**config.mk**
```make
export PLATFORM = sky130hd
export DESIGN_NAME = hblk_gen
export DESIGN_NICKNAME = d
export VERILOG_FILES = /design/src/rtl/hblk_pkg.sv /design/src/rtl/hblk_cfg_bank.sv /design/src/rtl/hblk_window.sv /design/src/rtl/hblk_phase_gate.sv /design/src/rtl/hblk_gen.sv
export SDC_FILE = /design/constraint.sdc
export NUM_CORES = 1
export LEC_CHECK = 0
export BUFFER_PORTS_ARGS = -buffer_cell sky130_fd_sc_hd__buf_2
export CAP_MARGIN = 0
export CORE_MARGIN = 5
export CORE_UTILIZATION = 58
export CTS_CLUSTER_DIAMETER = 150
export DETAILED_ROUTE_END_ITERATION = 8
export PLACE_DENSITY_LB_ADDON = 0.15
export SYNTH_ARGS = -nofsm -noshare
export SYNTH_HDL_FRONTEND = slang
export SYNTH_SLANG_ARGS = --single-unit
```
**constraint.sdc**
```tcl
create_clock -name clk -period 4.48 [get_ports clk]
set_input_delay 1.12 -clock clk [delete_from_list [all_inputs] [get_ports clk]]
set_output_delay 1.12 -clock clk [all_outputs]
set_load 0.02 [all_outputs]
```
**src/rtl/hblk_pkg.sv**
```systemverilog
package hblk_pkg;

    // Line-parity routing of toggle pairs
    typedef enum logic [1:0] {
        ALT_OFF         = 2'd0,
        ALT_ODD_FIRST   = 2'd1,
        ALT_EVEN_FIRST  = 2'd2,
        ALT_EVEN_FIRST2 = 2'd3
    } alt_mode_e;

    // Per-sequence mode word, written from cfg_wdata[2:0]
    typedef struct packed {
        alt_mode_e alt;
        logic      mask;
    } line_mode_t;

    localparam int unsigned CFG_ADDR_W   = 3;
    localparam int unsigned CFG_MODE_IDX = 6;

endpackage

```
**src/rtl/hblk_cfg_bank.sv**
```systemverilog
module hblk_cfg_bank
    import hblk_pkg::*;
#(
    parameter int unsigned NSEQ  = 10,
    parameter int unsigned POS_W = 12,
    parameter int unsigned NTOG  = 6,
    parameter int unsigned SEQ_W = 4
) (
    input  logic                    clk,
    input  logic                    rst_n,
    input  logic                    wr_en,
    input  logic [SEQ_W-1:0]        wr_seq,
    input  logic [CFG_ADDR_W-1:0]   wr_addr,
    input  logic [POS_W-1:0]        wr_data,
    input  logic [SEQ_W-1:0]        rd_seq,
    output logic [NTOG*POS_W-1:0]   rd_tog,
    output line_mode_t              rd_mode
);

    logic [POS_W-1:0] tog_q [NSEQ][NTOG];
    logic [POS_W-1:0] tog_d [NSEQ][NTOG];
    line_mode_t       mode_q [NSEQ];
    line_mode_t       mode_d [NSEQ];

    always_comb begin
        tog_d  = tog_q;
        mode_d = mode_q;
        if (wr_en) begin
            for (int s = 0; s < NSEQ; s++) begin
                if (int'(wr_seq) == s) begin
                    if (int'(wr_addr) < NTOG) begin
                        tog_d[s][wr_addr] = wr_data;
                    end else if (int'(wr_addr) == CFG_MODE_IDX) begin
                        mode_d[s] = line_mode_t'(wr_data[2:0]);
                    end
                end
            end
        end
    end

    always_ff @(posedge clk or negedge rst_n) begin
        if (!rst_n) begin
            tog_q  <= '{default: '0};
            mode_q <= '{default: '0};
        end else begin
            tog_q  <= tog_d;
            mode_q <= mode_d;
        end
    end

    for (genvar t = 0; t < NTOG; t++) begin : g_rd
        assign rd_tog[t*POS_W +: POS_W] = tog_q[rd_seq][t];
    end

    assign rd_mode = mode_q[rd_seq];

endmodule

```
**src/rtl/hblk_window.sv**
```systemverilog
module hblk_window
    import hblk_pkg::*;
#(
    parameter int unsigned POS_W = 12,
    parameter int unsigned NPAIR = 3
) (
    input  logic [POS_W-1:0]         pos,
    input  logic [2*NPAIR*POS_W-1:0] tog,
    input  alt_mode_e                alt,
    input  logic                     odd_line,
    output logic                     in_blank
);

    localparam logic [NPAIR-1:0] FIRST_PAIR = NPAIR'(1);
    localparam logic [NPAIR-1:0] LATER_PAIR = ~FIRST_PAIR;

    logic [NPAIR-1:0] pair_en;
    logic [NPAIR-1:0] pair_hit;

    always_comb begin
        case (alt)
            ALT_OFF:       pair_en = '1;
            ALT_ODD_FIRST: pair_en = odd_line ? FIRST_PAIR : LATER_PAIR;
            default:       pair_en = odd_line ? LATER_PAIR : FIRST_PAIR;
        endcase
    end

    for (genvar k = 0; k < NPAIR; k++) begin : g_pair
        logic [POS_W-1:0] edge_on;
        logic [POS_W-1:0] edge_off;
        assign edge_on     = tog[(2*k)*POS_W +: POS_W];
        assign edge_off    = tog[(2*k+1)*POS_W +: POS_W];
        assign pair_hit[k] = pair_en[k] && (pos >= edge_on) && (pos < edge_off);
    end

    assign in_blank = |pair_hit;

endmodule

```
**src/rtl/hblk_phase_gate.sv**
```systemverilog
module hblk_phase_gate #(
    parameter int unsigned NPH = 4
) (
    input  logic [NPH-1:0] ph_in,
    input  logic           blank,
    input  logic           mask,
    output logic [NPH-1:0] ph_out
);

    // Slots 1,3,.. (H2,H4) park at the mask level, slots 0,2,.. at its inverse
    for (genvar i = 0; i < NPH; i++) begin : g_ph
        localparam bit FOLLOWS_MASK = (i % 2) == 1;
        logic park_lvl;
        assign park_lvl  = FOLLOWS_MASK ? mask : ~mask;
        assign ph_out[i] = blank ? park_lvl : ph_in[i];
    end

endmodule

```
**src/rtl/hblk_gen.sv**
```systemverilog
module hblk_gen
    import hblk_pkg::*;
#(
    parameter  int unsigned NSEQ  = 10,
    parameter  int unsigned POS_W = 12,
    parameter  int unsigned NPAIR = 3,
    parameter  int unsigned NPH   = 4,
    localparam int unsigned SEQ_W = $clog2(NSEQ),
    localparam int unsigned NTOG  = 2 * NPAIR
) (
    input  logic                  clk,
    input  logic                  rst_n,
    input  logic                  line_start,
    input  logic                  field_start,
    input  logic [SEQ_W-1:0]      seq_sel,
    input  logic                  cfg_we,
    input  logic [SEQ_W-1:0]      cfg_seq,
    input  logic [CFG_ADDR_W-1:0] cfg_addr,
    input  logic [POS_W-1:0]      cfg_wdata,
    input  logic [NPH-1:0]        h_in,
    output logic                  hblank,
    output logic [NPH-1:0]        h_out
);

    localparam logic [POS_W-1:0] POS_MAX = '1;

    typedef struct packed {
        logic [POS_W-1:0] pos;
        logic             odd;
        logic             blank;
        logic [SEQ_W-1:0] seq;
    } line_state_t;

    line_state_t            st_q;
    line_state_t            st_d;
    logic                   new_line;
    logic                   win_hit;
    logic [POS_W-1:0]       pos_now;
    logic                   odd_now;
    logic                   mask_now;
    logic [NTOG*POS_W-1:0]  cur_tog;
    line_mode_t             cur_mode;

    assign new_line = line_start | field_start;
    assign pos_now  = st_q.pos;
    assign odd_now  = st_q.odd;
    assign mask_now = cur_mode.mask;

    hblk_cfg_bank #(
        .NSEQ  (NSEQ),
        .POS_W (POS_W),
        .NTOG  (NTOG),
        .SEQ_W (SEQ_W)
    ) u_bank (
        .clk     (clk),
        .rst_n   (rst_n),
        .wr_en   (cfg_we),
        .wr_seq  (cfg_seq),
        .wr_addr (cfg_addr),
        .wr_data (cfg_wdata),
        .rd_seq  (st_q.seq),
        .rd_tog  (cur_tog),
        .rd_mode (cur_mode)
    );

    hblk_window #(
        .POS_W (POS_W),
        .NPAIR (NPAIR)
    ) u_win (
        .pos      (pos_now),
        .tog      (cur_tog),
        .alt      (cur_mode.alt),
        .odd_line (odd_now),
        .in_blank (win_hit)
    );

    hblk_phase_gate #(
        .NPH (NPH)
    ) u_gate (
        .ph_in  (h_in),
        .blank  (st_q.blank),
        .mask   (mask_now),
        .ph_out (h_out)
    );

    always_comb begin
        st_d = st_q;
        if (new_line) begin
            st_d.pos   = '0;
            st_d.blank = 1'b0;
            st_d.odd   = field_start ? 1'b1 : ~st_q.odd;
            if (int'(seq_sel) < NSEQ) begin
                st_d.seq = seq_sel;
            end
        end else begin
            if (st_q.pos != POS_MAX) begin
                st_d.pos = st_q.pos + 1'b1;
            end
            st_d.blank = win_hit;
        end
    end

    always_ff @(posedge clk or negedge rst_n) begin
        if (!rst_n) begin
            st_q <= '{pos: POS_MAX, odd: 1'b1, blank: 1'b0, seq: '0};
        end else begin
            st_q <= st_d;
        end
    end

    assign hblank = st_q.blank;

endmodule

```
Word level (Yosys, flattened, before mapping)
Cells that the tools add are included.
{"block": "classes", "n_addsub": 1, "order_cmp": 11, "eq_ne": 12, "muxes": 29, "n_bitwise": 6, "n_reduce_logical": 32}
{"operator": "$bwmux 72", "n": 10}
{"operator": "$bmux 72 s4", "n": 1}
{"operator": "$mux 72", "n": 2}
{"operator": "$reduce_and 4->1", "n": 10}
{"operator": "$demux 12 s3", "n": 1}
{"operator": "$ge 12x12->1", "n": 3}
{"operator": "$lt 12x12->1", "n": 3}
{"operator": "$mux 12", "n": 3}
{"operator": "$reduce_and 3->1", "n": 10}
{"operator": "$eq 4x4->1 const B", "n": 6}
{"operator": "$add 12x1->12 const B", "n": 1}
{"operator": "$bmux 3 s4", "n": 1}
{"operator": "$mux 3", "n": 4}
{"operator": "$ne 12x12->1 const B", "n": 1}
{"operator": "$eq 4x3->1 const B", "n": 2}
{"operator": "$logic_and 1x1->1", "n": 7}
{"operator": "$mux 1", "n": 6}
{"operator": "$pmux 3 s2", "n": 1}
{"operator": "$ge 5x5->1 const B", "n": 1}
{"operator": "$not 4->5", "n": 1}
{"operator": "$eq 4x2->1 const B", "n": 1}
{"operator": "$ge 4x4->1 const B", "n": 1}
{"operator": "$logic_not 4->1", "n": 1}
{"operator": "$lt 4x1->1 const B", "n": 1}
{"operator": "11 further kinds", "n": 13}
{"block": "word_totals", "reg_bits": 768, "output_inout_bits": 5, "word_cells": 175}

Logic depth before layout (Yosys ltp)
Gate-level depths: netlist of run 1.
{"block": "logic_depth", "word_depth": 10, "ltp_mapped": 17}

Cells and area by module
From an unflattened synthesis of run 1, not the netlist that was laid out.
{"block": "hier_totals", "hier_cells": 2697, "area_unflattened_um2": 37085.6}
{"mod": "hblk_cfg_bank", "n_inst": 1, "cells_per_inst": 2361, "area_per_inst_um2": 34443.0, "seq_area_each_um2": 18768.0}
{"mod": "hblk_window", "n_inst": 1, "cells_per_inst": 239, "area_per_inst_um2": 1707.9, "seq_area_each_um2": 0.0}
{"mod": "hblk_gen", "n_inst": 1, "cells_per_inst": 87, "area_per_inst_um2": 889.6, "seq_area_each_um2": 466.7}
{"mod": "hblk_phase_gate", "n_inst": 1, "cells_per_inst": 10, "area_per_inst_um2": 45.0, "seq_area_each_um2": 0.0}

Least setup slack after synthesis of run 1
No wires, ideal clock.
{"block": "synth_timing", "path_type": "register to register", "startpoint": "register st_q[0] (netlist bit)", "endpoint": "register st_q (netlist bit hblank)", "setup_time_ns": 0.127, "arrival_time_ns": 3.141, "path_slack_ns": 1.212, "path_stages_with_launch": 15, "cell_sequence": "dfrtp_1 buf_6 buf_6 buf_2 buf_2 mux4_2 a21oi_1 ha_1 a211oi_1 nand2_1 a31oi_1 o31a_1 o22ai_1 o31ai_1 nand2_1"}
{"item": "start, declared", "line": "hblk_gen.sv:34", "text": "line_state_t st_q;"}
{"item": "start signal, assigned", "line": "hblk_gen.sv:105", "text": "st_q <= '{pos: POS_MAX, odd: 1'b1, blank: 1'b0, seq: '0};"}
{"item": "start signal, assigned", "line": "hblk_gen.sv:107", "text": "st_q <= st_d;"}

Worst setup path in the final report of run 1
{"block": "layout_timing", "startpoint": "register st_q[1] (netlist bit)", "endpoint": "output port h_out[1]"}
{"block": "layout_between", "elab_chain_cells": 5}
{"item": "$not 4->5 (implied by the code)", "line": "hblk_cfg_bank.sv:55", "text": "assign rd_mode = mode_q[rd_seq];"}
{"item": "$bmux 3 s4", "line": "hblk_cfg_bank.sv:55"}
{"item": "$mux 3 (implied by the code) (2 in a row)", "line": "hblk_cfg_bank.sv:55"}
{"item": "$mux 1", "line": "hblk_phase_gate.sv:15", "text": "assign ph_out[i] = blank ? park_lvl : ph_in[i];"}
{"item": "end, declared", "line": "hblk_gen.sv:22", "text": "output logic [NPH-1:0] h_out"}
Every way passes these cells. The select of a mux whose other input is x is not followed.

==> impl_metrics.tcl, run 1 <==
set metrics [dict create \
    status "finished, final reports clean" \
    htreeDepth 3 \
    clock_skew_ns 0.01861 \
    ant_nets 0 \
    synth_seq_cells 768 \
    synth_edf_count 0 \
    end_kind "output pin" \
    post-dp-hpwl_um 57630 \
    drcViolationCount 0 \
    path_delay_family "buffers and inverters" \
    initial_utilization 0.5816 \
    cts_sinks 768 \
    startpoint_type "flip-flop" \
    yosysSeqAreaShare 0.5272 \
    grt_pass1_wl_um 144800 \
    design_area_mm2 0.04080 \
    slowest_delay_ns 0.65 \
    syn_avg_cell_area_um2 13.94 \
    clockBufferDepth 3 \
    syn_to_final_growth_pct 11.84 \
    grt_overflow 0 \
    ys_async_sr_fraction 1.000 \
    drt-pass1-iter-count 7 \
    cts_resized 0 \
    path_class "reg2out" \
    core_area_mm2 0.06274 \
    setup_tns_ns 0 \
    grt_pass1_vias 24060 \
    worstPathMaxFanout 63 \
    cts_tree "done" \
    grt_use_total 0.2786 \
    die_area_mm2 0.06802 \
    yosys.cell_types.count 58 \
    grt_max_degree 120 \
    yosys_warnings 0 \
    hold_viol 0 \
    worstPathCellList "buf_12 > buf_4 > mux4_2 > mux2i_1 > o221ai_1 > o21a_1 > buf_2" \
    layout.nets 2737 \
    drt_iter0_drc 1582 \
    vias_per_cell 6.326 \
    min_path_type "in2async" \
    post-cts-setup-buffers 0 \
    wl_per_cell_um 26.20 \
    cp_data_required_time_ns 3.36 \
    layout_common_cells "752 x dfrtp_1, 751 x mux2_2, 177 x nor2_1, 159 x a21oi_1, 144 x mux4_2" \
    placed_area_mm2 0.03794 \
    clk_latency_ns 0.62 \
    syn_area_mm2 0.03648 \
    slowest_stage "dfrtp_4" \
    max_cap_violations 0 \
    cp.arrival_ns 3.04 \
    io_buffers 36 \
    syn-instance-count 2617 \
    cts_buffers 81 \
    setup_violations 0 \
    clock-root-buffer "clkbuf_16" \
    rows 92 \
    clock.fmax_ghz 0.2401 \
    gp_congestion 0.8295 \
    grt_antenna_before_repair 3 \
    fp.dieW_um 260.8 \
    io_pins 37 \
    multiInputGateArea_mm2 0.01631 \
    min_period_ns 4.164 \
    slew_headroom 0.1250 \
    pwr_density_cell_mw_per_mm2 417.4 \
    finalCritPeriodShare 0.9295 \
    clkTransAtPathRegs_ns 0.06 \
    drive_above_1_share 0.4481 \
    fill_cells 4538 \
    tightest_slew_ns 1.312 \
    routed_wl_um 92840 \
    cellLeakagePower_nw 19.69 \
    layout_commonest_cell "dfrtp_1" \
    ir_worst_vdd_v 0.0002664 \
    synth_nets 2719 \
    rsz0062_at_grt "no" \
    critPathBufInv 3 \
    synth-main-ff-cell "dfrtp_1" \
    seqCellArea_mm2 0.01925 \
    fp.dieH_um 260.8 \
    slew_viol_final 0 \
    cts_hold_buf 0 \
    via_count 22410 \
]
logic make-up (layout without fill, tap and decap cells):
| logic type | after synthesis | after routing | share of synthesized area |
|---|---|---|---|
| muxes | 981 | 981 | 0.3461 |
| xor gates and xnor gates | 7 | 7 | 0.001680 |
| and+or+nand+nor | 334 | 334 | 0.04016 |
| other | 0 | 1 | 0 |
| DFF | 768 | 768 | 0.5272 |
| buffers and inverters | 233 | 312 | 0.02658 |
| AOI/OAI and AO/OA | 224 | 224 | 0.03430 |
| adders and majority gates | 70 | 70 | 0.02401 |
Yosys cell counts, drive strengths merged, types with 3 or more instances:
library cell,number,share of area
dfrtp,755,0.52
mux2,751,0.23
nor2,177,0.018
a21oi,159,0.022
mux4,148,0.092
clkbuf,144,0.015
nand2,88,0.0091
mux2i,82,0.022
buf,73,0.010
ha,70,0.024
o21ai,21,0.0029
inv,16,0.0016
dfstp,13,0.0094
nand3,11,0.0015
nor3,10,0.0018
nand4,9,0.0015
nand2b,8,0.0014
a211oi,7,0.0014
nor2b,7,0.0012
a21o,6,0.0012
nor3b,4,0.0012
o211ai,4,0.00082
o21a,4,0.00082
or3,4,0.00069
xor2,4,0.00096
a2111oi,3,0.00089
o22ai,3,0.00051
or4,3,0.00062
xnor2,3,0.00072
worst paths after layout:
kind                                               startpoint                            end  slack [ns]  cells after the start
worst min register to register  u_bank.tog_q[364]$_DFFE_PN0P_  u_bank.tog_q[364]$_DFFE_PN0P_        0.50                      1
worst max-delay path                      st_q[1]$_DFFE_PN0P_                       h_out[1]        0.32                      7
worst min-delay path                                    rst_n  u_bank.tog_q[458]$_DFFE_PN0P_        0.48                      1
max in group asynchronous                               rst_n  u_bank.tog_q[164]$_DFFE_PN0P_        2.81                      2
min in group clk                u_bank.tog_q[364]$_DFFE_PN0P_  u_bank.tog_q[364]$_DFFE_PN0P_        0.50                      1
worst max register to register            st_q[0]$_DFFE_PN0P_               hblank$_DFF_PN0_        0.65                     13
flip-flops by register name (all words and copies together), names as in the netlist:
| name | count |
|---|---|
| hblank | 1 |
| u_bank.mode_q | 30 |
| st_q | 4 |
| odd_now | 1 |
| u_bank.tog_q | 720 |
| pos_now | 12 |
area by class of cell:
cell class	instances	area share
sequential	768	0.4717
multi-input combinational	1616	0.3996
clock buffer	117	0.05921
timing repair buffer	152	0.03122
tap	846	0.02594
clock inverter	27	0.01079
inverter	16	0.001472
antenna	1	0.00006133
routing by layer:
layer  GRT usage  wire, µm  vias to the layer above
met4     0.09392      2969                        4
li1            -         -                     9603
met5           0        21                        -
met2      0.4505     44110                      636
met3     0.04363      5308                      184
met1      0.3912     40430                    11990
stage by stage:
stage	cells	hold WS [ns]	worst slack (ns)	power (mW)	utilization
5_1_grt	3542	0.5073	0.1581	17.67	0.6504
3_3_place_gp	3398	0.4811	0.6758	9.918	0.6048
3_5_place_dp	3398	0.4855	0.6663	10.01	0.6048
6_report	3543	0.4827	0.3157	17.03	0.6504
4_1_cts	3542	0.4993	0.3166	17.16	0.6504
2_1_floorplan	2617	0.4703	1.212	9.212	-
report_power, final:
part,total [mW],internal (mW),switching [mW]
combinational,2.16,1.01,1.15
sequential,7.73,7.44,0.289
clock,7.14,4.38,2.76
total,17.0,12.8,4.20
Power figures use the tool's default switching activity.
==> inputs of run 2 (changes only) <==
--- a/config.mk
+++ b/config.mk
@@ -8,7 +8,7 @@
 export BUFFER_PORTS_ARGS = -buffer_cell sky130_fd_sc_hd__buf_2
 export CAP_MARGIN = 0
 export CORE_MARGIN = 5
-export CORE_UTILIZATION = 58
+export CORE_UTILIZATION = 50
 export CTS_CLUSTER_DIAMETER = 150
 export DETAILED_ROUTE_END_ITERATION = 8
 export PLACE_DENSITY_LB_ADDON = 0.15
==> run 2 against run 1 <==
  * Critical endpoint is now hblank$_DFF_PN0_
  * Sequential cell count unchanged
  * Clock power decreased by 5.0%
  * Non-clock buffer count up 1
  * First-iteration DRC count shrank 4.6%
  * Total power decreased by 1.9%
  * Sequential power about the same
  * Setup slack better by 0.11 ns
  * Worst hold slack gained 0.014 ns
==> impl_metrics.tcl, run 2 (synthesis results as in run 1) <==
set metrics [dict create \
    seqCellArea_mm2 0.01925 \
    vias_per_cell 6.044 \
    drt_iter0_drc 1509 \
    multiInputGateArea_mm2 0.01631 \
    setup_violations 0 \
    slew_viol_final 0 \
    fp.dieW_um 280.1 \
    io_buffers 36 \
    clock.fmax_ghz 0.2464 \
    min_period_ns 4.058 \
    wl_per_cell_um 26.11 \
    rows 99 \
    clock_skew_ns 0.01610 \
    clockBufferDepth 3 \
    ant_nets 0 \
    initial_utilization 0.5018 \
    min_path_type "reg2reg" \
    grt_max_degree 117 \
    htreeDepth 3 \
    regMostFlops "u_bank.tog_q" \
    cts_tree "done" \
    gp_congestion 0.8500 \
    cts_sinks 768 \
    layout_commonest_cell "dfrtp_1" \
    fp.dieH_um 280.1 \
    post-cts-setup-buffers 0 \
    fin_util 0.5613 \
    drt-pass1-iter-count 7 \
    cp.arrival_ns 4.62 \
    max_cap_violations 0 \
    largest_register_ffs 720 \
    startpoint_type "flip-flop" \
    syn_to_final_growth_pct 11.87 \
    path_class "reg2reg" \
    fill_cells 5801 \
    routed_wl_um 95730 \
    finalCritPeriodShare 0.9057 \
    placed_area_mm2 0.03811 \
    grt_pass1_wl_um 149400 \
    pwr_density_cell_mw_per_mm2 409.1 \
    cellLeakagePower_nw 19.66 \
    drive_above_1_share 0.4470 \
    drcViolationCount 0 \
    grt_use_total 0.2478 \
    via_count 22160 \
    cts_buffers 83 \
    post-dp-hpwl_um 60120 \
    layout.nets 2740 \
    tightest_slew_ns 1.294 \
    grt_overflow 0 \
    io_pins 37 \
    status "finished, final reports clean" \
    worstPathMaxFanout 30 \
    end_kind "flip-flop" \
    clk_latency_ns 0.64 \
    core_area_mm2 0.07271 \
    slew_headroom 0.1373 \
    hold_viol 0 \
    die_area_mm2 0.07847 \
    layout_common_cells "752 x dfrtp_1, 751 x mux2_2, 176 x nor2_1, 159 x a21oi_1, 144 x mux4_2" \
    grt_antenna_before_repair 0 \
    ir_worst_vdd_v 0.0003100 \
    clock-root-buffer "clkbuf_16" \
    setup_tns_ns 0 \
    cts_resized 0 \
    grt_pass1_vias 23900 \
    cp_data_required_time_ns 5.04 \
    clkTransAtPathRegs_ns 0.06 \
    cts_hold_buf 0 \
    rsz0062_at_grt "no" \
    design_area_mm2 0.04082 \
]
run 2: changes by cell type in the layout (fill, tap and decap cells not counted), sizes merged:
cell / delta
clkinv: +14
clkinvlp: -3
bufinv: -7
inv: +1
clkbuf: +5
buf: +1
run 2: report_power, final:
part	total (mW)	switching [mW]	internal (mW)
sequential	7.73	0.288	7.44
combinational	2.20	1.16	1.03
clock	6.78	2.83	3.94
total	16.7	4.29	12.4
run 2: final timing paths:
check / slack, ns / cells after the start / to / startpoint
max: 0.42 / 14 / hblank$_DFF_PN0_ / st_q[0]$_DFFE_PN0P_
min: 0.50 / 1 / u_bank.tog_q[516]$_DFFE_PN0P_ / u_bank.tog_q[516]$_DFFE_PN0P_
max reg2reg: 0.42 / 14 / hblank$_DFF_PN0_ / st_q[0]$_DFFE_PN0P_
min reg2reg: 0.50 / 1 / u_bank.tog_q[516]$_DFFE_PN0P_ / u_bank.tog_q[516]$_DFFE_PN0P_
max in group asynchronous: 2.82 / 2 / u_bank.tog_q[707]$_DFFE_PN0P_ / rst_n
min in group asynchronous: 0.55 / 1 / u_bank.tog_q[462]$_DFFE_PN0P_ / rst_n
run 2: final cells by class:
type | instances | share of cell area
sequential | 768 | 0.4715
multi-input combinational | 1616 | 0.3996
clock buffer | 122 | 0.05843
timing repair buffer | 153 | 0.03170
tap | 959 | 0.02940
clock inverter | 32 | 0.007848
inverter | 16 | 0.001471
antenna | 1 | 0.00006131
run 2: layer usage:
metal,part of all wire,wire length [µm],global-route usage,vias up
li1,-,-,-,9604
met1,0.45,42850,0.3538,11850
met2,0.47,44810,0.3929,547
met3,0.055,5264,0.04377,164
met4,0.029,2808,0.07684,0
met5,0,0,0,-
run 2: worst max-delay path, stage by stage (launching register included):
cell	delay, ns
dfrtp_4	0.72
buf_12	0.28
buf_12	0.28
mux4_2	0.53
a21oi_1	0.17
nor2_1	0.06
a21oi_1	0.23
ha_1	0.29
nand4_1	0.13
nor3_1	0.09
a2111oi_0	0.40
nand4_1	0.28
o22ai_1	0.26
o21ai_0	0.11
nand2_1	0.09
run 2: through the flow:
step	power, mW	hold WS (ns)	setup slack, ns	std cells
after CTS	16.87	0.4990	0.3889	3666
final	16.70	0.4968	0.4223	3667
after global placement	9.976	0.4789	0.4872	3512
after global routing	17.40	0.5044	0.1919	3666
after detailed placement	10.06	0.4870	0.4775	3512
after floorplan	9.212	0.4703	1.212	2617
